===== config.mk =====
export PLATFORM = sky130hd
export DESIGN_NAME = fbt_baud_gen
export DESIGN_NICKNAME = d
export VERILOG_FILES = /design/src/rtl/fbt_pkg.sv /design/src/rtl/fbt_period_cnt.sv /design/src/rtl/fbt_slot_seq.sv /design/src/rtl/fbt_baud_gen.sv
export SDC_FILE = /design/constraint.sdc
export NUM_CORES = 1
export LEC_CHECK = 0
export BUFFER_PORTS_ARGS = -buffer_cell sky130_fd_sc_hd__buf_2
export CAP_MARGIN = 20
export CORE_MARGIN = 3
export CORE_UTILIZATION = 50
export CTS_CLUSTER_DIAMETER = 100
export CTS_CLUSTER_SIZE = 16
export DETAILED_ROUTE_END_ITERATION = 7
export HOLD_SLACK_MARGIN = 0.12
export PLACE_DENSITY = 0.77
export SETUP_SLACK_MARGIN = 0.2
export SLEW_MARGIN = 40
export SYNTH_ARGS = -nofsm -noshare
export SYNTH_HDL_FRONTEND = slang
export SYNTH_HIERARCHICAL = 1
export SYNTH_SLANG_ARGS = --single-unit
export TNS_END_PERCENT = 100

===== constraint.sdc =====
create_clock -name clk -period 8.57 [get_ports clk]
set_input_delay 0.4285 -clock clk [delete_from_list [all_inputs] [get_ports clk]]
set_output_delay 0.4285 -clock clk [all_outputs]
set_load 0.02 [all_outputs]

===== src/rtl/fbt_pkg.sv =====
package fbt_pkg;
    typedef enum logic [0:0] {
        ST_IDLE = 1'b0,
        ST_RUN  = 1'b1
    } fbt_state_e;
endpackage


===== src/rtl/fbt_period_cnt.sv =====
module fbt_period_cnt #(
    parameter int DIV_W = 8
) (
    input  logic             clk,
    input  logic             rst_n,
    input  logic             clr,
    input  logic             run,
    input  logic [DIV_W-1:0] base,
    input  logic             stretch,
    output logic             last
);
    localparam int CNT_W = DIV_W + 1;

    logic [CNT_W-1:0] cnt;
    logic [CNT_W-1:0] lim;

    // final count of the period: base + stretch (length base + 1 + stretch)
    assign lim  = {1'b0, base} + {{DIV_W{1'b0}}, stretch};
    assign last = run && (cnt == lim);

    always_ff @(posedge clk or negedge rst_n) begin
        if (!rst_n) begin
            cnt <= '0;
        end else if (clr || last) begin
            cnt <= '0;
        end else if (run) begin
            cnt <= cnt + 1'b1;
        end
    end
endmodule


===== src/rtl/fbt_slot_seq.sv =====
module fbt_slot_seq #(
    parameter int SLOTS = 16
) (
    input  logic             clk,
    input  logic             rst_n,
    input  logic             clr,
    input  logic             adv,
    input  logic [SLOTS-1:0] mask,
    output logic             stretch,
    output logic             wrap
);
    localparam int IDX_W = $clog2(SLOTS);

    logic [IDX_W-1:0] idx;

    assign stretch = mask[idx];
    assign wrap    = (idx == IDX_W'(SLOTS - 1));

    always_ff @(posedge clk or negedge rst_n) begin
        if (!rst_n) begin
            idx <= '0;
        end else if (clr) begin
            idx <= '0;
        end else if (adv) begin
            idx <= wrap ? '0 : idx + 1'b1;
        end
    end
endmodule


===== src/rtl/fbt_baud_gen.sv =====
module fbt_baud_gen
    import fbt_pkg::*;
#(
    parameter int DIV_W = 8,
    parameter int SLOTS = 16
) (
    input  logic             clk,
    input  logic             rst_n,
    input  logic             en,
    input  logic [DIV_W-1:0] div_val,
    input  logic [SLOTS-1:0] slot_mask,
    input  logic             load,
    output logic             tick,
    output logic             bit_end
);
    fbt_state_e state, state_nxt;

    logic [DIV_W-1:0] act_div;
    logic [SLOTS-1:0] act_mask;
    logic             run, clr, done, fire, capture;
    logic             stretch, wrap;
    logic             tick_q, bend_q;

    assign run     = (state == ST_RUN) && en;
    assign clr     = load || !run;
    assign fire    = done && !load;
    assign capture = load || ((state == ST_IDLE) && en) || (fire && wrap);

    // next-state logic
    always_comb begin
        state_nxt = state;
        unique case (state)
            ST_IDLE: state_nxt = en ? ST_RUN : ST_IDLE;   // IDLE_TO_RUN
            ST_RUN:  state_nxt = en ? ST_RUN : ST_IDLE;   // RUN_TO_IDLE
            default: state_nxt = ST_IDLE;
        endcase
    end

    // state register
    always_ff @(posedge clk or negedge rst_n) begin
        if (!rst_n) begin
            state <= ST_IDLE;
        end else begin
            state <= state_nxt;
        end
    end

    // registered outputs and active configuration
    always_ff @(posedge clk or negedge rst_n) begin
        if (!rst_n) begin
            tick_q   <= 1'b0;
            bend_q   <= 1'b0;
            act_div  <= '0;
            act_mask <= '0;
        end else begin
            tick_q <= fire;
            bend_q <= fire && wrap;
            if (capture) begin
                act_div  <= div_val;
                act_mask <= slot_mask;
            end
        end
    end

    fbt_period_cnt #(.DIV_W(DIV_W)) u_cnt (
        .clk     (clk),
        .rst_n   (rst_n),
        .clr     (clr),
        .run     (run),
        .base    (act_div),
        .stretch (stretch),
        .last    (done)
    );

    fbt_slot_seq #(.SLOTS(SLOTS)) u_seq (
        .clk     (clk),
        .rst_n   (rst_n),
        .clr     (clr),
        .adv     (fire),
        .mask    (act_mask),
        .stretch (stretch),
        .wrap    (wrap)
    );

    assign tick    = tick_q;
    assign bit_end = bend_q;
endmodule


==> summary.md, run 1 <==
| Metric | Value |
|---|---|
| Pins Over Slew Limit | 0 |
| Congestion Overflow GR | 0 |
| Syn_area_per_cell | 12.29 µm² |
| Static Leak | 1.107 nW |
| Routability congestion estimate | about 0.84 |
| WP buf/inv | 1 |
| CTS clk-pin slew, worst paths | 0.07 ns |
| Initial core utilization | 0.5418 |
| TritonRoute pass-1 iters | 4 |
| Final period utilization | 0.5068 |
| Synth Register Bits | 40 |
| Delay-heaviest family, CP | compound AO/OA/AOI/OAI gates |
| Gate Count Post-Synth | around 180 |
| Total Routing Usage GR | 0.1827 |
| Kind of critical path | reg -> reg |
| CTS root buffer | clkbuf_8 |
| ANT cells | 0 |
| CTS tree | yes |
| Combinational fraction of design power | 0.150 |
| Asr flop ratio synth | 1.000 |
| Die height | 73.25 µm |
| Hold Crit Class | in -> reg |
| Critical Path Sink Type | flop |
| Routed WL | 4.367 mm |
| Clock power share | 0.318 |
| Vias post-DR | 1553 |
| Final nets | 246 |
| Commonest non-fill, non-tap cell in the layout | dfrtp_1 |
| Synth-to-Final Area Change | 11.73% |
| Relative slew slack | 0.5723 |
| Total negative slack | 0 ns |
| Unique masters post-synth | 47 |
| Site Rows | 23 |
| CP Cell Sequence | mux4_2 > a22oi_1 > nand2_1 > ha_1 > ha_1 > or4_1 > a21o_1 > a31oi_4 > and2_1 > a21oi_2 > o21ai_4 > buf_8 > mux2_2 |
| Multi-input logic area | 1181 µm² |
| Share of cells above drive strength 1 | 0.3163 |
| Most used cell along the critical path | ha_1 |
| Worst path required time | around 8.7 ns |
| First-pass GRT wire length | between 7 and 8 mm |
| RSZ-0062 raised after global routing | false |
| Commonest non-fill, non-tap cells in the layout | dfrtp_1, buf_2, mux2_4, a211oi_1, xor2_1 |
| Status | completed |
| Total clock sinks | 40 |
| Ys flop type | dfrtp_1 |
| Post-route DRC | 0 |
| Seq/Total Area, Yosys | 0.4427 |
| Vias per cell | about 5.9 |
| Clock tree buffer depth | 2 |
| Least-Margin Pin Slew | 0.6391 ns |
| Final WS setup | between 4 and 5 ns |
| Switching fraction of total power | 0.2497 |
| Final hold vios | 0 |
| Critical path's slowest cell | dfrtp_1 |
| Synth warn | 6 |
| Psw | 0.09972 mW |
| Post-synth EDFFs | 0 |
| Clk_skew | 0.003718 ns |
| Max-Cap Viols | 0 |
| Fill cells | 331 |
| IO buf count | 29 |
| Die W | 73.25 µm |
| Vias in the first global route | 1496 |
| CTS buffer count | 5 |
| Setup-failing EPs final | 0 |
| Post-DR wirelength/cell | 16.48 µm |
| Largest net degree at the start of global routing | about 40 |
| Drt first-iter violations | 114 |
| Post-route ant nets | 0 |
| Sequential cell area | roughly 1000 µm² |
| Num ports | 30 |
| H-tree depth | 2 |
| Pint | ~0.30 mW |
| Cell Pwr Density | ~160 nW/µm² |
| Post-synth net total | approximately 220 |
| Worst-skew pair later-pin latency | 0.29 ns |
| Core box area | 4173 µm² |
| Crit-path max cell delay | 0.64 ns |
| Fmax | roughly 0.23 GHz |
| Startpoint types | flop |
| CP arrival | around 4.5 ns |
| Period minus WS final | 4.344 ns |
| Reg power frac | 0.532 |
| Setup slack at placement | about 4.3 ns |
| Initial antenna violation count | 0 |
| Synthesized area | 2261 µm² |
| Die area | 5365 µm² |
| Max Fanout on Critical Path | 14 |
| Dpl hpwl | 3.192 mm |
| Max rail drop VDD | between 100 and 150 µV |
synthesized netlist by cell type (3+ instances only):
cell type / number / area share
a211oi_1: 10 / 0.033
xor2_1: 10 / 0.039
dfrtp_1: 40 / 0.44
buf_6: 4 / 0.020
mux2_4: 20 / 0.13
and3_1: 3 / 0.0083
clkbuf_1: 3 / 0.0050
mux2i_1: 7 / 0.031
inv_1: 5 / 0.0083
nand2_1: 6 / 0.010
mux2_2: 4 / 0.020
a21oi_1: 4 / 0.0089
and2_1: 3 / 0.0083
xnor2_1: 7 / 0.027
nand4_1: 3 / 0.0083
ha_1: 4 / 0.022
o21ai_0: 3 / 0.0066
nor2_1: 4 / 0.0066
nand3_1: 8 / 0.018
through the flow:
stage	power, mW	utilization	cells	cell area, µm²	hold WS (ns)
after floorplan	0.2560	-	184	2261	0.1329
after global placement	0.2728	0.5772	255	2409	0.4998
after detailed placement	0.2760	0.5814	256	2426	0.4350
after CTS	0.4035	0.6054	265	2526	0.2668
after global routing	0.4200	0.6054	265	2526	0.2639
final	0.3994	0.6054	265	2526	0.2779
flip-flops by register name, summed over array words and instances, names as in the netlist:
name / flops
u_cnt/cnt: 9
state: 1
act_mask: 16
act_div: 8
tick: 1
bit_end: 1
u_seq/idx: 4
per-layer routing:
layer / track usage / up-vias / wire length [µm]
met3: 0.05510 / 2 / 154
met2: 0.2870 / 28 / 2140
met1: 0.2454 / 783 / 2053
met4: 0.04918 / 0 / 19
li1: - / 740 / -
met5: 0 / - / 0
worst register-to-register path, cell delays in order (launching register included):
cell,delay (ns)
dfrtp_1,0.64
mux4_2,0.57
a22oi_1,0.19
nand2_1,0.08
ha_1,0.26
ha_1,0.30
or4_1,0.54
a21o_1,0.21
a31oi_4,0.31
and2_1,0.21
a21oi_2,0.07
o21ai_4,0.24
buf_8,0.25
mux2_2,0.34
power by group through the flow:
stage                     Combinational [mW]  Clock (mW)  Sequential, mW
after global routing                  0.0661       0.140           0.214
after CTS                             0.0606       0.131           0.212
after detailed placement              0.0600           0           0.216
after floorplan                       0.0440           0           0.212
after global placement                0.0568           0           0.216
final                                 0.0601       0.127           0.212
repair_timing:
item | in CTS | in global routing
resized for setup | 0 | 0
endpoints found under the hold margin | 6 | 0
setup buffers | 0 | 0
hold buffers | 1 | 0
cell families (layout without fill, tap and decap cells):
kind of cell,count (synthesis),count (layout),share of synthesized area
AOI/OAI and AO/OA,34,34,0.1179
and+or+nand+nor,43,43,0.1129
buffers and inverters,13,44,0.03486
xor gates and xnor gates,17,17,0.06585
DFF,40,40,0.4427
muxes,33,33,0.2037
adders and majority gates,4,4,0.02214
path summary, 6_finish.rpt:
check / from / end / slack (ns) / cells past startpoint
max reg2reg: u_seq/idx[0]$_DFFE_PN0P_ / act_mask[15]$_DFFE_PN0P_ / 4.23 / 13
min: en / state$_DFF_PN0_ / 0.28 / 1
min in group asynchronous: rst_n / u_cnt/cnt[5]$_DFFE_PN0P_ / 0.66 / 2
min reg2reg: act_mask[13]$_DFFE_PN0P_ / act_mask[13]$_DFFE_PN0P_ / 0.51 / 1
max in group asynchronous: rst_n / act_mask[8]$_DFFE_PN0P_ / 7.56 / 2
max: u_seq/idx[0]$_DFFE_PN0P_ / act_mask[15]$_DFFE_PN0P_ / 4.23 / 13
layout make-up:
type,instances,area share
sequential,40,0.3962
tap,50,0.02476
inverter,5,0.007429
clock buffer,8,0.03566
timing repair buffer,31,0.06835
multi-input combinational,131,0.4676
(Power assumes the default switching activity.)
==> inputs of run 2 (changes only) <==
--- a/config.mk
+++ b/config.mk
@@ -5,6 +5,7 @@
 export SDC_FILE = /design/constraint.sdc
 export NUM_CORES = 1
 export LEC_CHECK = 0
+export ABC_AREA = 1
 export BUFFER_PORTS_ARGS = -buffer_cell sky130_fd_sc_hd__buf_2
 export CAP_MARGIN = 20
 export CORE_MARGIN = 3
==> constraint.sdc (replaced) <==
create_clock -name clk -period 4.43 [get_ports clk]
set_input_delay 0.2215 -clock clk [delete_from_list [all_inputs] [get_ports clk]]
set_output_delay 0.2215 -clock clk [all_outputs]
set_load 0.02 [all_outputs]
==> run 2 against run 1 <==
Via count is 32% higher; clock skew is 0.0018 ns higher; core utilization is 2.2 points higher; maximum frequency is 27% higher; sequential power is 91% higher; power is 86% higher.
==> summary.md, run 2 <==
| Metric | Value |
|---|---|
| Final nets | 386 (+57%) |
| Vias in the first global route | 1888 (+26%) |
| Least-Margin Pin Slew | 0.5836 ns (-0.05544 ns) |
| Drt first-iter violations | 135 (+18%) |
| Clk_skew | 0.005469 ns (+0.001751 ns) |
| Largest cells by area after synthesis | dfrtp_1, nand2_1, nand3_1 |
| Post-route ant nets | 0 (unchanged) |
| Post-synth EDFFs | 0 (unchanged) |
| Startpoint types | flop |
| Synthesized area | 2285 µm² (+1.1%) |
| Total clock sinks | 40 (unchanged) |
| Most used cell along the critical path | nand2_1 |
| Total Routing Usage GR | 0.2044 (+0.02168) |
| CTS clk-pin slew, worst paths | 0.08 ns (about the same) |
| Area share of the largest cell type after synthesis | 0.4381 (-0.004607) |
| IO buf count | 29 (unchanged) |
| Vias per cell | 5.059 (-14%) |
| Initial core utilization | 0.5438 (+0.001947) |
| Commonest cells post-synth | nand2_1, nand3_1, dfrtp_1, inv_1, nor2_1 |
| Synth-to-Final Area Change | 15.44% |
| Pint | 0.5375 mW (+79%) |
| Clock tree buffer depth | 2 (unchanged) |
| Setup Buffers After CTS | 0 (unchanged) |
| Synth Register Bits | 40 (unchanged) |
| Finished Core Util | 0.6278 (+0.02236) |
| Share of cells above drive strength 1 | 0.1525 (-0.1637) |
| Die area | 5416 µm² (+0.96%) |
| Cell Pwr Density | 282.2 nW/µm² (+78%) |
| Fmax | 0.2913 GHz (+27%) |
| Dpl hpwl | 3.468 mm (+8.7%) |
| ANT cells | 0 (unchanged) |
| Die W | 73.60 µm (+0.48%) |
| Routed WL | 4.979 mm (+14%) |
| Unique masters post-synth | 23 (-51%) |
| Gate Count Post-Synth | 314 (+71%) |
| CP arrival | 3.61 ns (-0.91 ns) |
| Crit-path max cell delay | 0.62 ns (-0.02 ns) |
| First-pass GRT wire length | 8.528 mm (+15%) |
| Post-route DRC | 0 (unchanged) |
| Power Total | 0.7443 mW (+86%) |
| RSZ-0062 raised after global routing | false |
| Final period utilization | 0.7750 (+0.2682) |
| Period minus WS final | 3.433 ns (-0.9103 ns) |
| Worst-skew pair later-pin latency | 0.29 ns (about the same) |
| Combinational fraction of design power | 0.145 (-0.005) |
| Routability congestion estimate | 0.8959 (+6.4%) |
| CP Cell Sequence | inv_1 > nand2_1 > nand3_1 > nand2_1 > nor2_1 > nand2_1 > nand2_1 > ha_1 > ha_1 > nand2_1 > inv_2 > nand3_1 > nand2_1 > nand3_1 > nand2_1 > nand3_2 > inv_1 > nand3_2 > buf_4 > nand3_2 > nand2_1 > nand2_1 |
| Fill cells | 379 (+15%) |
| Post-DR wirelength/cell | 12.32 µm (-25%) |
| Relative slew slack | 0.6101 (+0.03770) |
| CTS root buffer | clkbuf_8 |
| CTS tree | yes |
| Post-synth top area cell | dfrtp_1 |
| Commonest non-fill, non-tap cell in the layout | nand2_1 |
| H-tree depth | 2 (unchanged) |
| Kind of critical path | reg -> reg |
| Largest register FFs | 16 (unchanged) |
| Max rail drop VDD | 238.2 µV (+100%) |
| Syn_area_per_cell | 7.276 µm² (-41%) |
| Setup slack at placement | 1.023 ns (-3.245 ns) |
| Asr flop ratio synth | 1.000 (unchanged) |
| Reg with most FFs | act_mask |
| Hold Crit Class | in -> reg |
| Reg power frac | 0.544 (+0.012) |
| Core box area | 4202 µm² (+0.69%) |
| Static Leak | 1.411 nW (+27%) |
| Critical path's slowest cell | dfrtp_1 |
| Biggest registers after layout | act_mask: 16 flops, u_cnt/cnt: 9 flops, act_div: 8 flops |
| Worst path required time | 4.61 ns (-4.13 ns) |
| Final hold vios | 0 (unchanged) |
| Status | completed |
| Max-Cap Viols | 0 (unchanged) |
| Site Rows | 23 (unchanged) |
| Post-synth net total | 346 (+60%) |
| Commonest non-fill, non-tap cells in the layout | nand2_1, nand3_1, inv_1, dfrtp_1, buf_2 |
| Die height | 73.60 µm (+0.48%) |
| Pins Over Slew Limit | 0 (unchanged) |
| Clock power share | 0.311 (-0.007) |
| CTS buffer count | 5 (unchanged) |
| Num ports | 30 (unchanged) |
| Congestion Overflow GR | 0 (unchanged) |
| Vias post-DR | 2044 (+32%) |
| TritonRoute pass-1 iters | 4 (unchanged) |
| Psw | 0.2068 mW (+110%) |
| Critical Path Sink Type | flop |
| Initial antenna violation count | 0 (unchanged) |
| Switching fraction of total power | 0.2778 (+0.02815) |
| Final WS setup | 0.9967 ns (-3.230 ns) |
| Synth warn | 6 (unchanged) |
| Setup-failing EPs final | 0 (unchanged) |
| Ys flop type | dfrtp_1 |
| Seq/Total Area, Yosys | 0.4381 (-0.004607) |
| Largest net degree at the start of global routing | 41 (unchanged) |
| Total negative slack | 0 ns (unchanged) |
| Most common cell in the synthesized netlist | nand2_1 |
| Max Fanout on Critical Path | 26 (+12) |
run 2: changes by cell type after synthesis, moves of 5 or more:
cell      previous run  this run
a211oi_1            10         0
nand3_1              8        47
mux2i_1              7         0
inv_1                5        40
mux2_4              20         0
xnor2_1              7         2
nor2_1               4        20
nand2_1              6       118
run 2: repair_timing:
item,4_1_cts,5_1_grt
hold endpoints to repair,46,3
hold buffers,7,3
endpoints found under the setup margin,0,0
resized for setup,0,0
run 2: critical path, delay by kind of cell (launching register included):
family                   cells  cell delay, ns
flip-flops                   1            0.62
buffers and inverters        4            0.60
AND/OR/NAND/NOR             16            1.67
adder cells (fa/ha/maj)      2            0.44
run 2: layout make-up:
type                       count  area (µm²)  share of cell area
multi-input combinational    224        1076              0.4080
sequential                    40        1001              0.3795
timing repair buffer          40       255.2             0.09677
inverter                      43       161.4             0.06120
clock buffer                   5       68.82             0.02609
tap                           50       62.56             0.02372
clock inverter                 2       12.51            0.004744
run 2: kinds of logic after synthesis:
family | count (synthesis) | share of synthesized area
buffers and inverters | 50 | 0.09419
AND/OR/NAND/NOR | 202 | 0.3866
AO/OA/AOI/OAI | 9 | 0.02464
flip-flops | 40 | 0.4381
XOR/XNOR | 9 | 0.03450
adder cells (fa/ha/maj) | 4 | 0.02191
run 2: worst paths after layout:
kind | from | end | slack, ns | cells past startpoint
min in group asynchronous | rst_n | tick$_DFF_PN0_ | 0.45 | 2
hold reg to reg | act_mask[6]$_DFFE_PN0P_ | act_mask[6]$_DFFE_PN0P_ | 0.51 | 2
setup reg to reg | u_seq/idx[0]$_DFFE_PN0P_ | act_mask[10]$_DFFE_PN0P_ | 1.0 | 22
setup / recovery | u_seq/idx[0]$_DFFE_PN0P_ | act_mask[10]$_DFFE_PN0P_ | 1.0 | 22
max in group asynchronous | rst_n | act_div[4]$_DFFE_PN0P_ | 3.63 | 2
hold / removal | slot_mask[7] | act_mask[7]$_DFFE_PN0P_ | 0.13 | 3
run 2: layer usage:
layer,global-route usage,share of wire
met5,0,0
met4,0.05835,0.0084
met3,0.04241,0.068
met2,0.3051,0.43
met1,0.3000,0.49
run 2: power groups by stage:
stage / sequential [mW] / clock (mW) / combinational, mW
floorplan: 0.406 / 0 / 0.0693
global placement: 0.412 / 0 / 0.0975
detailed placement: 0.412 / 0 / 0.101
CTS: 0.405 / 0.238 / 0.106
global route: 0.408 / 0.256 / 0.125
finish: 0.405 / 0.232 / 0.108
run 2: metrics by stage:
stage,cell area (µm²),std cells,hold slack (ns)
finish,2638,404,0.1291
global route,2638,404,0.1200
CTS,2608,401,0.1206
detailed placement,2456,387,0.2364
global placement,2446,387,0.3837
floorplan,2285,314,-0.07409
